<file path="src/rtl/pit_pkg.sv">
package pit_pkg;

  typedef enum logic [2:0] {
    PM_TC     = 3'd0,
    PM_RATE   = 3'd2,
    PM_SQUARE = 3'd3
  } pit_mode_e;

  localparam logic [1:0] ACC_LATCH  = 2'd0;
  localparam logic [1:0] ACC_WORD   = 2'd3;
  localparam logic [1:0] SEL_RDBACK = 2'd3;

endpackage

</file>
<file path="src/rtl/pit_ctl_decode.sv">
module pit_ctl_decode
  import pit_pkg::*;
#(
  parameter int BYTE_W  = 8,
  parameter int CHAN_ID = 0
) (
  input  logic              wr_en,
  input  logic              wr_ctl,
  input  logic [BYTE_W-1:0] wr_data,
  output logic              latch_cmd,
  output logic              mode_ld,
  output pit_mode_e         mode_val,
  output logic              err_set,
  output logic              err_clr
);

  localparam logic [1:0] MY_SEL = CHAN_ID[1:0];

  logic [1:0] sel_f;
  logic [1:0] acc_f;
  logic [2:0] mode_f;
  logic       bcd_f;
  logic       is_ctl;
  logic       mode_ok;

  always_comb begin
    sel_f  = wr_data[7:6];
    acc_f  = wr_data[5:4];
    mode_f = wr_data[3:1];
    bcd_f  = wr_data[0];
    is_ctl = wr_en & wr_ctl;

    case (mode_f)
      3'd0:    begin mode_ok = 1'b1; mode_val = PM_TC;     end
      3'd2:    begin mode_ok = 1'b1; mode_val = PM_RATE;   end
      3'd3:    begin mode_ok = 1'b1; mode_val = PM_SQUARE; end
      default: begin mode_ok = 1'b0; mode_val = PM_TC;     end
    endcase

    latch_cmd = 1'b0;
    mode_ld   = 1'b0;
    err_set   = 1'b0;
    err_clr   = 1'b0;
    if (is_ctl) begin
      if (sel_f == SEL_RDBACK) begin
        err_set = 1'b1;
      end else if (sel_f == MY_SEL) begin
        if (acc_f == ACC_LATCH) begin
          latch_cmd = 1'b1;
          err_clr   = 1'b1;
        end else if (acc_f == ACC_WORD && !bcd_f && mode_ok) begin
          mode_ld = 1'b1;
          err_clr = 1'b1;
        end else begin
          err_set = 1'b1;
        end
      end
    end
  end

endmodule

</file>
<file path="src/rtl/pit_byte_port.sv">
module pit_byte_port #(
  parameter int BYTE_W = 8,
  localparam int CNT_W = 2 * BYTE_W
) (
  input  logic              clk,
  input  logic              rst_n,
  input  logic [CNT_W-1:0]  cnt_i,
  input  logic              data_we,
  input  logic              latch_cmd,
  input  logic              mode_ld,
  input  logic              rd_en,
  output logic              lo_we,
  output logic              hi_we,
  output logic [BYTE_W-1:0] rd_data,
  output logic              latched_o,
  output logic [CNT_W-1:0]  latch_val_o
);

  logic             wr_hi_q, wr_hi_d;
  logic             rd_hi_q, rd_hi_d;
  logic             lat_q, lat_d;
  logic [CNT_W-1:0] lval_q;
  logic             take;
  logic [CNT_W-1:0] src;

  always_comb begin
    take  = latch_cmd & ~lat_q;
    lo_we = data_we & ~wr_hi_q;
    hi_we = data_we &  wr_hi_q;

    wr_hi_d = wr_hi_q;
    if (mode_ld)      wr_hi_d = 1'b0;
    else if (data_we) wr_hi_d = ~wr_hi_q;

    rd_hi_d = rd_hi_q;
    if (rd_en)           rd_hi_d = ~rd_hi_q;
    if (take || mode_ld) rd_hi_d = 1'b0;

    lat_d = lat_q;
    if (rd_en && rd_hi_q) lat_d = 1'b0;
    if (take)             lat_d = 1'b1;

    src     = lat_q ? lval_q : cnt_i;
    rd_data = rd_hi_q ? src[CNT_W-1:BYTE_W] : src[BYTE_W-1:0];
  end

  always_ff @(posedge clk or negedge rst_n) begin
    if (!rst_n) begin
      wr_hi_q <= 1'b0;
      rd_hi_q <= 1'b0;
      lat_q   <= 1'b0;
      lval_q  <= '0;
    end else begin
      wr_hi_q <= wr_hi_d;
      rd_hi_q <= rd_hi_d;
      lat_q   <= lat_d;
      if (take) lval_q <= cnt_i;
    end
  end

  assign latched_o   = lat_q;
  assign latch_val_o = lval_q;

endmodule

</file>
<file path="src/rtl/pit_down_counter.sv">
module pit_down_counter
  import pit_pkg::*;
#(
  parameter int BYTE_W = 8,
  localparam int CNT_W = 2 * BYTE_W
) (
  input  logic              clk,
  input  logic              rst_n,
  input  logic              tick,
  input  logic              lo_we,
  input  logic              hi_we,
  input  logic [BYTE_W-1:0] wdata,
  input  logic              mode_ld,
  input  pit_mode_e         mode_val,
  output logic [CNT_W-1:0]  cnt_o,
  output logic [CNT_W-1:0]  period_o,
  output logic              running_o,
  output logic              out_o,
  output pit_mode_e         mode_o
);

  localparam logic [CNT_W-1:0] ONE = CNT_W'(1);
  localparam logic [CNT_W-1:0] TWO = CNT_W'(2);

  logic [CNT_W-1:0] cnt_q, cnt_d, per_q, per_d, full;
  logic             run_q, run_d, out_q, out_d, en;
  pit_mode_e        mode_q, mode_d;

  always_comb begin
    full   = {wdata, cnt_q[BYTE_W-1:0]};
    cnt_d  = cnt_q;
    per_d  = per_q;
    run_d  = run_q;
    out_d  = out_q;
    mode_d = mode_q;
    en     = mode_ld | lo_we | hi_we | (tick & run_q);

    if (mode_ld) begin
      mode_d = mode_val;
      run_d  = 1'b0;
      out_d  = (mode_val != PM_TC);
    end else if (lo_we) begin
      cnt_d = {cnt_q[CNT_W-1:BYTE_W], wdata};
      run_d = 1'b0;
      out_d = 1'b0;
    end else if (hi_we) begin
      cnt_d = full;
      per_d = full;
      run_d = |full;
      out_d = (mode_q != PM_TC);
    end else if (tick && run_q) begin
      case (mode_q)
        PM_TC: begin
          cnt_d = cnt_q - ONE;
          if (cnt_q == ONE) begin
            out_d = 1'b1;
            run_d = 1'b0;
          end
        end
        PM_RATE: begin
          cnt_d = (cnt_q == ONE) ? per_q : cnt_q - ONE;
          out_d = (cnt_d != ONE);
        end
        PM_SQUARE: begin
          if (cnt_q <= TWO) begin
            cnt_d = per_q;
            out_d = ~out_q;
          end else begin
            cnt_d = cnt_q - TWO;
          end
        end
        default: cnt_d = cnt_q;
      endcase
    end
  end

  always_ff @(posedge clk or negedge rst_n) begin
    if (!rst_n) begin
      cnt_q  <= '0;
      per_q  <= '0;
      run_q  <= 1'b0;
      out_q  <= 1'b0;
      mode_q <= PM_TC;
    end else if (en) begin
      cnt_q  <= cnt_d;
      per_q  <= per_d;
      run_q  <= run_d;
      out_q  <= out_d;
      mode_q <= mode_d;
    end
  end

  assign cnt_o     = cnt_q;
  assign period_o  = per_q;
  assign running_o = run_q;
  assign out_o     = out_q;
  assign mode_o    = mode_q;

endmodule

</file>
<file path="src/rtl/pit_channel.sv">
module pit_channel
  import pit_pkg::*;
#(
  parameter int BYTE_W  = 8,
  parameter int CHAN_ID = 0,
  localparam int CNT_W  = 2 * BYTE_W
) (
  input  logic              clk,
  input  logic              rst_n,
  input  logic              tick,
  input  logic              wr_en,
  input  logic              wr_ctl,
  input  logic [BYTE_W-1:0] wr_data,
  input  logic              rd_en,
  output logic [BYTE_W-1:0] rd_data,
  output logic              out_pin,
  output logic              cfg_err
);

  logic [1:0]       rst_pipe;
  logic             rst_sync_n;
  logic             latch_cmd, mode_ld, err_set, err_clr;
  pit_mode_e        mode_val, mode_q;
  logic             lo_we, hi_we, latched, running;
  logic [CNT_W-1:0] cnt_q, period_q, latch_val;
  logic             err_q, err_d;

  always_ff @(posedge clk or negedge rst_n) begin
    if (!rst_n) rst_pipe <= 2'b00;
    else        rst_pipe <= {rst_pipe[0], 1'b1};
  end
  assign rst_sync_n = rst_pipe[1];

  pit_ctl_decode #(.BYTE_W(BYTE_W), .CHAN_ID(CHAN_ID)) u_dec (
    .wr_en(wr_en), .wr_ctl(wr_ctl), .wr_data(wr_data),
    .latch_cmd(latch_cmd), .mode_ld(mode_ld), .mode_val(mode_val),
    .err_set(err_set), .err_clr(err_clr)
  );

  pit_byte_port #(.BYTE_W(BYTE_W)) u_port (
    .clk(clk), .rst_n(rst_sync_n), .cnt_i(cnt_q),
    .data_we(wr_en & ~wr_ctl), .latch_cmd(latch_cmd), .mode_ld(mode_ld),
    .rd_en(rd_en), .lo_we(lo_we), .hi_we(hi_we), .rd_data(rd_data),
    .latched_o(latched), .latch_val_o(latch_val)
  );

  pit_down_counter #(.BYTE_W(BYTE_W)) u_cnt (
    .clk(clk), .rst_n(rst_sync_n), .tick(tick), .lo_we(lo_we),
    .hi_we(hi_we), .wdata(wr_data), .mode_ld(mode_ld), .mode_val(mode_val),
    .cnt_o(cnt_q), .period_o(period_q), .running_o(running),
    .out_o(out_pin), .mode_o(mode_q)
  );

  always_comb begin
    err_d = err_q;
    if (err_set)      err_d = 1'b1;
    else if (err_clr) err_d = 1'b0;
  end

  always_ff @(posedge clk or negedge rst_sync_n) begin
    if (!rst_sync_n) err_q <= 1'b0;
    else             err_q <= err_d;
  end

  assign cfg_err = err_q;

endmodule

</file>
<file path="config.mk">
export PLATFORM = sky130hd
export DESIGN_NAME = pit_channel
export DESIGN_NICKNAME = d
export VERILOG_FILES = /design/src/rtl/pit_pkg.sv /design/src/rtl/pit_ctl_decode.sv /design/src/rtl/pit_byte_port.sv /design/src/rtl/pit_down_counter.sv /design/src/rtl/pit_channel.sv
export SDC_FILE = /design/constraint.sdc
export NUM_CORES = 1
export LEC_CHECK = 0
export BUFFER_PORTS_ARGS = -buffer_cell sky130_fd_sc_hd__buf_2
export CORE_AREA = 2 2 129 131
export CTS_CLUSTER_DIAMETER = 30
export DETAILED_ROUTE_END_ITERATION = 16
export DIE_AREA = 0 0 131 133
export GPL_TIMING_DRIVEN = 0
export SLEW_MARGIN = 20
export SYNTH_ARGS = -nofsm -noshare
export SYNTH_HDL_FRONTEND = slang
export SYNTH_SLANG_ARGS = --single-unit
</file>
<file path="constraint.sdc">
create_clock -name clk -period 2.35 [get_ports clk]
set_clock_uncertainty 0.05 [all_clocks]
set_input_delay 0.3525 -clock clk [delete_from_list [all_inputs] [get_ports clk]]
set_output_delay 0.3525 -clock clk [all_outputs]
set_load 0.05 [all_outputs]
</file>
==> results of run 1 <==
==> kinds of logic after synthesis <==
family | count (synthesis) | synth area share [%]
buffers and inverters | 41 | 4.93
AO/OA/AOI/OAI | 97 | 17.1
AND/OR/NAND/NOR | 182 | 23.5
adder cells (fa/ha/maj) | 5 | 1.59
XOR/XNOR | 25 | 5.56
flip-flops | 58 | 36.9
multiplexers | 29 | 10.4
other | 1 | 0.0953
==> how the worst max path moves through the flow <==
| stage | end | cells after the start | start |
|---|---|---|---|
| 3_3_place_gp | u_cnt.out_o$_DFFE_PN0P_ | 9 | u_cnt.cnt_o[0]$_DFFE_PN0P_ |
| 6_report | u_cnt.cnt_o[4]$_DFFE_PN0P_ | 12 | u_cnt.cnt_o[12]$_DFFE_PN0P_ |
| 3_5_place_dp | u_cnt.out_o$_DFFE_PN0P_ | 9 | u_cnt.cnt_o[0]$_DFFE_PN0P_ |
| 2_1_floorplan | u_cnt.out_o$_DFFE_PN0P_ | 9 | u_cnt.cnt_o[0]$_DFFE_PN0P_ |
| 4_1_cts | u_cnt.out_o$_DFFE_PN0P_ | 10 | u_cnt.cnt_o[2]$_DFFE_PN0P_ |
| 5_1_grt | u_cnt.cnt_o[4]$_DFFE_PN0P_ | 12 | u_cnt.cnt_o[12]$_DFFE_PN0P_ |
==> critical path: stages, from the launching register on <==
cell and delay, ns:
dfrtp_1 0.31, buf_2 0.24, nor2_1 0.16, and4b_4 0.27, buf_6 0.12, and3_4 0.16, buf_12 0.13, buf_16 0.13
buf_4 0.13, buf_4 0.13, a211oi_1 0.24, o21ai_1 0.08, a221o_1 0.30
==> power breakdown <==
part / internal [W] / switching [W]
Sequential: 0.00139 / 0.000472
Combinational: 0.00119 / 0.00185
Clock: 0.000953 / 0.000477
==> timing repair <==
item | 4_1_cts | 5_1_grt
setup buffers | 14 | 5
resized for setup | 45 | 29
pin swaps | 16 | 21
cloned | 2 | 0
endpoints found under the setup margin | 33 | 19
hold buffers | 1 | 0
endpoints found under the hold margin | 2 | 0
==> cell usage in the layout (no fill, tap or decap), drive strengths merged, types with 4 or more instances in the layout <==
| cell type | n |
|---|---|
| a211oi | 4 |
| a21oi | 17 |
| a221o | 4 |
| a221oi | 5 |
| a31oi | 16 |
| buf | 61 |
| clkbuf | 23 |
| dfrtp | 58 |
| ha | 5 |
| inv | 7 |
| mux2 | 16 |
| mux2i | 5 |
| mux4 | 8 |
| nand2 | 86 |
| nand2b | 4 |
| nand3 | 8 |
| nand4 | 5 |
| nor2 | 26 |
| nor2b | 7 |
| nor3 | 19 |
| nor4 | 4 |
| o211ai | 8 |
| o21ai | 13 |
| o221ai | 5 |
| o22ai | 6 |
| or4 | 4 |
| xnor2 | 12 |
| xor2 | 13 |
==> flip-flops by register name, indices dropped and copies added (netlist names) <==
register and count:
cfg_err 1, rst_pipe 2, u_port.latch_val_o 16, u_port.rd_hi_q 1
u_cnt.running_o 1, u_cnt.period_o 16, u_port.latched_o 1, u_cnt.mode_o 2
u_port.wr_hi_q 1, u_cnt.out_o 1, u_cnt.cnt_o 16
==> area by class of cell <==
cell class	count	area [um2]	share of cell area, %
sequential	58	1460	28.2
multi-input combinational	339	2530	48.9
clock inverter	5	77.6	1.50
inverter	8	35.0	0.677
buffer	29	181	3.50
timing repair buffer	45	372	7.18
clock buffer	11	243	4.69
tap	220	275	5.32
==> layer usage <==
layer  routed length [um]  global-route usage [%]
met2                 6680                    25.4
met1                 5790                    21.5
met4                  323                    4.79
met3                 1050                    3.76
met5                    0                       0
==> metrics by stage <==
step                instance area [um2]  setup TNS (ns)  hold slack [ns]  std cells  setup WS [ns]
floorplan                          3950               0          0.00691        438         0.0238
global placement                   4340          -11.29           0.0872        681         -0.599
detailed placement                 4350           -6.55           0.0890        681         -0.603
CTS                                5000          -0.915            0.227        711         -0.156
global route                       5180           -3.11            0.256        715         -0.276
finish                             5180           -1.82            0.236        715         -0.235
==> impl_metrics.env, run 1 <==
export IMPL_synthTopCellsByCount="nand2_1, dfrtp_1, nor2_1"
export IMPL_hp_class="in2reg"
export IMPL_htreeDepth=3
export IMPL_wire_per_inst_um=19.4
export IMPL_min_period_over_period_pct=110
export IMPL_synthCells=438
export IMPL_finalPower_w=0.00633
export IMPL_drive_gt1_share_pct=30.9
export IMPL_clk_latency_ns=0.33
export IMPL_routabilityCongestion=0.977
export IMPL_grt_overflow=0
export IMPL_place_hpwl_um=9440
export IMPL_synth_edf_count=0
export IMPL_totalWireLength_um=13800
export IMPL_clk_pin_slew_worst_paths_ns=0.06
export IMPL_outcome="complete, but fails checks"
export IMPL_yosys_warnings=0
export IMPL_ios=24
export IMPL_worst_path_max_fanout=9
export IMPL_synth_area_top_cells="dfrtp_1, nand2_1, mux2_2"
export IMPL_yosysMostFrequentCell="nand2_1"
export IMPL_drtIter0Drc=401
export IMPL_r2r_start="u_cnt.cnt_o[12]$_DFFE_PN0P_"
export IMPL_cts_inserted_buffers=9
export IMPL_arrival_ns=2.74
export IMPL_holdPathStages=3
export IMPL_avgViaCountPerCell=5.38
export IMPL_syn_cell_area_um2=3940
export IMPL_dr_pass1_iters=5
export IMPL_synth_top_area_share_pct=36.9
export IMPL_fin_ws_ns=-0.235
export IMPL_grt_pass1_wl_um=21400
export IMPL_core_rowCount=47
export IMPL_cp_required_ns=2.50
export IMPL_vias=3846
export IMPL_coreArea_um2=16200
export IMPL_rrSetupSlack_ns=-0.23
export IMPL_cts_sink_count=58
export IMPL_synth_avg_cell_area_um2=8.99
export IMPL_drc=0
export IMPL_cts_root_buf="clkbuf_16"
export IMPL_insertedDiodeCount=0
export IMPL_grt_pass1_vias=3778
export IMPL_r2r_end="u_cnt.cnt_o[4]$_DFFE_PN0P_"
export IMPL_area_growth_syn_to_layout_pct=31.5
export IMPL_vdd_drop_max_mv=0.490
export IMPL_antenna_found_initial=0
export IMPL_cts_tree="built"
export IMPL_synth_async_reset_ratio_pct=100
export IMPL_critPathLaunchType="register"
export IMPL_final_hold_viol_count=0
export IMPL_rsz0062_at_grt="yes"
export IMPL_worstSetupEndpointType="register"
export IMPL_hold_end="u_cnt.period_o[8]$_DFFE_PN0P_"
export IMPL_initial_core_util_pct=24.3
export IMPL_cts_buffer_depth=2
export IMPL_grt_max_degree=57
export IMPL_die_area_um2=17400
export IMPL_slew_violations=0
export IMPL_max_freq_ghz=0.387
export IMPL_worstMarginPinSlew_ns=0.757
export IMPL_relSlewSlack_pct=49.5
export IMPL_setup_viol=14
export IMPL_period_needed_ns=2.58
export IMPL_ys_types=68
export IMPL_drtAntennaViolNets=0
export IMPL_finish_utilization_pct=32.0
export IMPL_leakage_nw=2.11
export IMPL_die_h_um=133
export IMPL_p_per_area_nw_per_um2=1220
export IMPL_seq_area_frac_synth_pct=36.9
export IMPL_violations="negative setup slack"
export IMPL_fill_cells=1635
export IMPL_synth_flop_cell="dfrtp_1"
export IMPL_port_buffers=23
export IMPL_min_from="wr_data[0]"
export IMPL_grt_usage_pct=16.0
export IMPL_synth_largest_area_cell="dfrtp_1"
export IMPL_die_w_um=131
export IMPL_syn_nets=457
export IMPL_ys_ff_latch=58
export IMPL_ff2ff_path_depth=12
export IMPL_maxCapViolations=0
export IMPL_fin_nets=509
export IMPL_criticalPathCategory="reg2reg"
Power figures use the tool's default switching activity.
==> inputs of run 2 (changes only) <==
--- a/config.mk
+++ b/config.mk
@@ -5,12 +5,11 @@
 export SDC_FILE = /design/constraint.sdc
 export NUM_CORES = 1
 export LEC_CHECK = 0
-export BUFFER_PORTS_ARGS = -buffer_cell sky130_fd_sc_hd__buf_2
+export BUFFER_PORTS_ARGS = -buffer_cell sky130_fd_sc_hd__buf_4
 export CORE_AREA = 2 2 129 131
 export CTS_CLUSTER_DIAMETER = 30
 export DETAILED_ROUTE_END_ITERATION = 16
 export DIE_AREA = 0 0 131 133
-export GPL_TIMING_DRIVEN = 0
 export SLEW_MARGIN = 20
 export SYNTH_ARGS = -nofsm -noshare
 export SYNTH_HDL_FRONTEND = slang
==> impl_metrics.env, run 2 (synthesis results as in run 1) <==
export IMPL_wl_met1_um=5400
export IMPL_vdd_drop_max_mv=0.460
export IMPL_finish_utilization_pct=32.1
export IMPL_min_period_over_period_pct=98.7
export IMPL_clk_latency_ns=0.32
export IMPL_finalPower_w=0.00632
export IMPL_r2r_end="u_cnt.cnt_o[4]$_DFFE_PN0P_"
export IMPL_cpPeakStageDelay_ns=0.41
export IMPL_grt_pass1_wl_um=20600
export IMPL_critPathLaunchType="register"
export IMPL_final_hold_viol_count=0
export IMPL_r2r_start="u_cnt.cnt_o[6]$_DFFE_PN0P_"
export IMPL_place_hpwl_um=9800
export IMPL_initial_core_util_pct=24.3
export IMPL_totalWireLength_um=13300
export IMPL_core_rowCount=47
export IMPL_drive_gt1_share_pct=32.9
export IMPL_setup_viol=0
export IMPL_cts_buffer_depth=2
export IMPL_leakage_nw=2.19
export IMPL_coreArea_um2=16200
export IMPL_slew_violations=0
export IMPL_grt_pass1_vias=3757
export IMPL_grt_overflow=0
export IMPL_die_h_um=133
export IMPL_cts_sink_count=58
export IMPL_area_growth_syn_to_layout_pct=32.0
export IMPL_cts_root_buf="clkbuf_16"
export IMPL_hp_class="reg2async"
export IMPL_drtIter0Drc=401
export IMPL_stdcell_count=736
export IMPL_cts_inserted_buffers=9
export IMPL_maxCapViolations=0
export IMPL_vias=3944
export IMPL_mostFrequentLayoutCell="buf_4"
export IMPL_die_w_um=131
export IMPL_criticalPathCategory="reg2reg"
export IMPL_rrSetupSlack_ns=0.03
export IMPL_wire_per_inst_um=18.0
export IMPL_avgViaCountPerCell=5.36
export IMPL_wl_met2_um=6220
export IMPL_outcome="finished, final reports clean"
export IMPL_die_area_um2=17400
export IMPL_dr_pass1_iters=6
export IMPL_fin_nets=530
export IMPL_worst_path_max_fanout=6
export IMPL_grt_max_degree=36
export IMPL_routed_top_layer="met4"
export IMPL_drtAntennaViolNets=0
export IMPL_max_freq_ghz=0.431
export IMPL_port_buffers=23
export IMPL_period_needed_ns=2.32
export IMPL_worstSetupEndpointType="register"
export IMPL_cp_required_ns=2.49
export IMPL_rsz0062_at_grt="yes"
export IMPL_crit_chain="nor4_4, buf_4, and4b_4, and3_4, nor2_1, a211oi_1, o21ai_1, a221o_1"
export IMPL_arrival_ns=2.46
export IMPL_clk_pin_slew_worst_paths_ns=0.05
export IMPL_ios=24
export IMPL_routabilityCongestion=0.961
export IMPL_htreeDepth=3
export IMPL_critPathSlowestCell="dfrtp_1"
export IMPL_cts_tree="built"
export IMPL_drc=0
export IMPL_numPlacedInstances=711
export IMPL_fill_cells=1653
export IMPL_grt_usage_pct=15.3
export IMPL_p_per_area_nw_per_um2=1220
export IMPL_ff2ff_path_depth=8
export IMPL_met3_length_um=1330
export IMPL_antenna_found_initial=0
export IMPL_final_cell_mix="buf_4, nand2_1, dfrtp_1, nor2_1, nor3_1"
export IMPL_insertedDiodeCount=0
==> run 2: cell types whose count changed in the layout (fill, tap and decap cells not counted), sizes merged <==
cell and delta:
bufinv -2, clkinv +1, buf +33, clkbuf -11
==> run 2: where the power goes <==
group | switching [W] | total [W] | internal [W] | leakage (nW)
logic | 0.00185 | 0.00329 | 0.00144 | 1.35
registers | 0.000422 | 0.00181 | 0.00139 | 0.700
clock network | 0.000455 | 0.00122 | 0.000768 | 0.139
total | 0.00273 | 0.00632 | 0.00359 | 2.19
==> run 2: how the worst max path moves through the flow <==
stage                          startpoint  depth (start not counted)                         end
3_5_place_dp   u_cnt.cnt_o[4]$_DFFE_PN0P_                          7     u_cnt.out_o$_DFFE_PN0P_
6_report       u_cnt.cnt_o[6]$_DFFE_PN0P_                          8  u_cnt.cnt_o[4]$_DFFE_PN0P_
5_1_grt        u_cnt.cnt_o[1]$_DFFE_PN0P_                         10     u_cnt.out_o$_DFFE_PN0P_
4_1_cts        u_cnt.cnt_o[1]$_DFFE_PN0P_                          8     u_cnt.out_o$_DFFE_PN0P_
3_3_place_gp   u_cnt.cnt_o[4]$_DFFE_PN0P_                          9  u_cnt.cnt_o[2]$_DFFE_PN0P_
2_1_floorplan  u_cnt.cnt_o[0]$_DFFE_PN0P_                          9     u_cnt.out_o$_DFFE_PN0P_
==> run 2: through the flow <==
| stage | hold slack (ns) | setup slack (ns) | cell area (um2) | TNS [ns] |
|---|---|---|---|---|
| CTS | 0.209 | 0.00606 | 5090 | 0 |
| global placement | 0.0852 | 0.0353 | 4710 | 0 |
| finish | 0.191 | 0.0304 | 5200 | 0 |
| global route | 0.229 | -0.0543 | 5200 | -0.107 |
| detailed placement | 0.0865 | -0.144 | 4710 | -0.144 |
| floorplan | 0.00691 | 0.0238 | 3950 | 0 |
==> run 2: repair_timing <==
item | 4_1_cts | 5_1_grt
pin swaps | 4 | 9
resized for setup | 11 | 21
cloned | 0 | 0
buffers inserted | 5 | 3
hold buffers | 1 | 0
endpoints found under the hold margin | 2 | 0
endpoints found under the setup margin | 1 | 13
==> run 2: final cells by class <==
class	instances	area, um2	area share, %
clock buffers	12	256	4.94
clock inverters	4	26.3	0.506
inverters	8	32.5	0.626
multi-input cells	339	2420	46.6
flip-flops and latches	58	1450	28.0
well taps	220	275	5.30
repair buffers	95	731	14.1
==> run 2: worst max-delay path: cells and delay by family (launching register included) <==
kind,cells,cell delay (ns)
AND/OR/NAND/NOR,4,0.87
AO/OA/AOI/OAI,3,0.68
flip-flops,1,0.41
buffers and inverters,1,0.17
==> run 2: metal layers <==
layer | vias up | GRT usage [%]
met5 | - | 0
met1 | 1897 | 20.8
li1 | 1739 | -
met2 | 272 | 23.9
met3 | 36 | 3.44
met4 | 0 | 4.96
==> inputs of run 3 (changes only) <==
--- a/config.mk
+++ b/config.mk
@@ -10,6 +10,7 @@
 export CTS_CLUSTER_DIAMETER = 30
 export DETAILED_ROUTE_END_ITERATION = 16
 export DIE_AREA = 0 0 131 133
+export REMOVE_ABC_BUFFERS = 1
 export SLEW_MARGIN = 20
 export SYNTH_ARGS = -nofsm -noshare
 export SYNTH_HDL_FRONTEND = slang
==> impl_metrics.env, run 3 (synthesis results as in run 1) <==
export IMPL_r2r_end="u_cnt.out_o$_DFFE_PN0P_"
export IMPL_rrSetupSlack_ns=0.003
export IMPL_final_hold_viol_count=0
export IMPL_worstSetupEndpointType="register"
export IMPL_clk_latency_ns=0.35
export IMPL_routabilityCongestion=1.00
export IMPL_insertedDiodeCount=0
export IMPL_totalWireLength_um=14100
export IMPL_grt_pass1_wl_um=21600
export IMPL_place_hpwl_um=10600
export IMPL_setup_viol=0
export IMPL_final_cell_mix="buf_4, nand2_1, dfrtp_1, nor2_1, nor3_1"
export IMPL_critPathSlowestCell="or4_4"
export IMPL_hold_ws_ns=0.214
export IMPL_fill_cells=1660
export IMPL_fin_nets=535
export IMPL_maxCapViolations=0
export IMPL_critPathLaunchType="register"
export IMPL_antenna_found_initial=0
export IMPL_vias=3859
export IMPL_crit_end="u_cnt.out_o$_DFFE_PN0P_"
export IMPL_cp_required_ns=2.52
export IMPL_use_met3_pct=4.16
export IMPL_arrival_ns=2.51
export IMPL_grt_max_degree=29
export IMPL_hp_class="in2reg"
export IMPL_drc=0
export IMPL_cpPeakStageDelay_ns=0.49
export IMPL_p_per_area_nw_per_um2=1240
export IMPL_outcome="finished, final reports clean"
export IMPL_htreeDepth=3
export IMPL_slew_violations=0
export IMPL_ff2ff_path_depth=7
export IMPL_leakage_nw=2.22
export IMPL_place_area_um2=4770
export IMPL_mostFrequentLayoutCell="buf_4"
export IMPL_ios=24
export IMPL_die_h_um=133
export IMPL_core_rowCount=47
export IMPL_grt_use_met1_pct=21.3
export IMPL_r2r_start="u_cnt.cnt_o[4]$_DFFE_PN0P_"
export IMPL_cts_sink_count=58
export IMPL_criticalPathCategory="reg2reg"
export IMPL_port_buffers=23
export IMPL_crit_chain="nor4_4, nor3b_2, o31a_1, xor2_1, or4_4, a221oi_2, a31oi_1"
export IMPL_worstMarginPinSlew_ns=0.661
export IMPL_cts_tree="built"
export IMPL_worst_path_max_fanout=4
export IMPL_grt_busiest_layer="met2"
export IMPL_wire_per_inst_um=19.0
export IMPL_cts_buffer_depth=2
export IMPL_relSlewSlack_pct=55.9
export IMPL_fin_ws_ns=0.00271
export IMPL_grt_overflow=0
export IMPL_avgViaCountPerCell=5.21
export IMPL_crit_start="u_cnt.cnt_o[4]$_DFFE_PN0P_"
export IMPL_die_w_um=131
export IMPL_fin_area_um2=5250
export IMPL_max_freq_ghz=0.426
export IMPL_grt_usage_pct=16.9
export IMPL_cts_root_buf="clkbuf_16"
export IMPL_grt_pass1_vias=3834
export IMPL_finalPower_w=0.00649
export IMPL_cts_inserted_buffers=9
export IMPL_clk_pin_slew_worst_paths_ns=0.05
export IMPL_drtIter0Drc=393
export IMPL_period_needed_ns=2.35
export IMPL_dr_pass1_iters=5
export IMPL_die_area_um2=17400
export IMPL_area_growth_syn_to_layout_pct=33.3
export IMPL_coreArea_um2=16200
export IMPL_dp_slack_ns=-0.111
export IMPL_drtAntennaViolNets=0
export IMPL_rsz0062_at_grt="yes"
export IMPL_drive_gt1_share_pct=33.4
export IMPL_vdd_drop_max_mv=0.372
export IMPL_use_met2_pct=26.6
export IMPL_min_period_over_period_pct=99.9
export IMPL_initial_core_util_pct=24.3
run 3: power breakdown:
group	internal, W	switching [W]
sequential	0.00138	0.000470
combinational	0.00148	0.00183
clock	0.000844	0.000484
total	0.00370	0.00278
run 3: worst min-delay path by stage:
stage                           from                            end  slack (ns)  cells past startpoint
final                     wr_data[0]  u_cnt.period_o[8]$_DFFE_PN0P_        0.21                      3
after global routing      wr_data[0]  u_cnt.period_o[8]$_DFFE_PN0P_        0.23                      3
after CTS                 wr_data[0]  u_cnt.period_o[8]$_DFFE_PN0P_        0.21                      3
after detailed placement       rst_n          rst_pipe[0]$_DFF_PN0_        0.09                      1
after global placement         rst_n          rst_pipe[0]$_DFF_PN0_        0.09                      1
after floorplan                rst_n          rst_pipe[0]$_DFF_PN0_       0.007                      0
run 3: layer usage:
metal | part of all wire, % | up-vias
met2 | 49 | 154
met3 | 5.6 | 46
met1 | 41 | 1905
met5 | 0 | -
met4 | 4.5 | 0
li1 | - | 1754
run 3: final cells by class:
cell class | instances | area, um2 | share of cell area, %
multi-input cells | 339 | 2420 | 46.2
well taps | 220 | 275 | 5.25
repair buffers | 100 | 768 | 14.6
clock buffers | 11 | 243 | 4.63
clock inverters | 5 | 53.8 | 1.03
flip-flops and latches | 58 | 1450 | 27.7
inverters | 8 | 30.0 | 0.572
run 3: timing repair:
action / in CTS / in global routing
endpoints found under the setup margin: 3 / 17
hold endpoints to repair: 2 / 0
gates resized for setup: 7 / 30
hold buffers: 1 / 0
setup buffers: 0 / 3
pin swaps: 1 / 10
run 3: stage by stage:
step | cells | utilization [%] | setup TNS (ns)
detailed placement | 721 | 29.5 | -0.142
finish | 741 | 32.4 | 0
CTS | 738 | 31.6 | 0
floorplan | 405 | - | -2.61
global placement | 721 | 29.5 | -0.0512
global route | 741 | 32.4 | -0.185
run 3: critical path: cells and delay by family, from the launching register on:
family	cells	cell delay, ns
flip-flops	1	0.40
XOR/XNOR	1	0.09
AO/OA/AOI/OAI	3	0.56
AND/OR/NAND/NOR	3	1.12
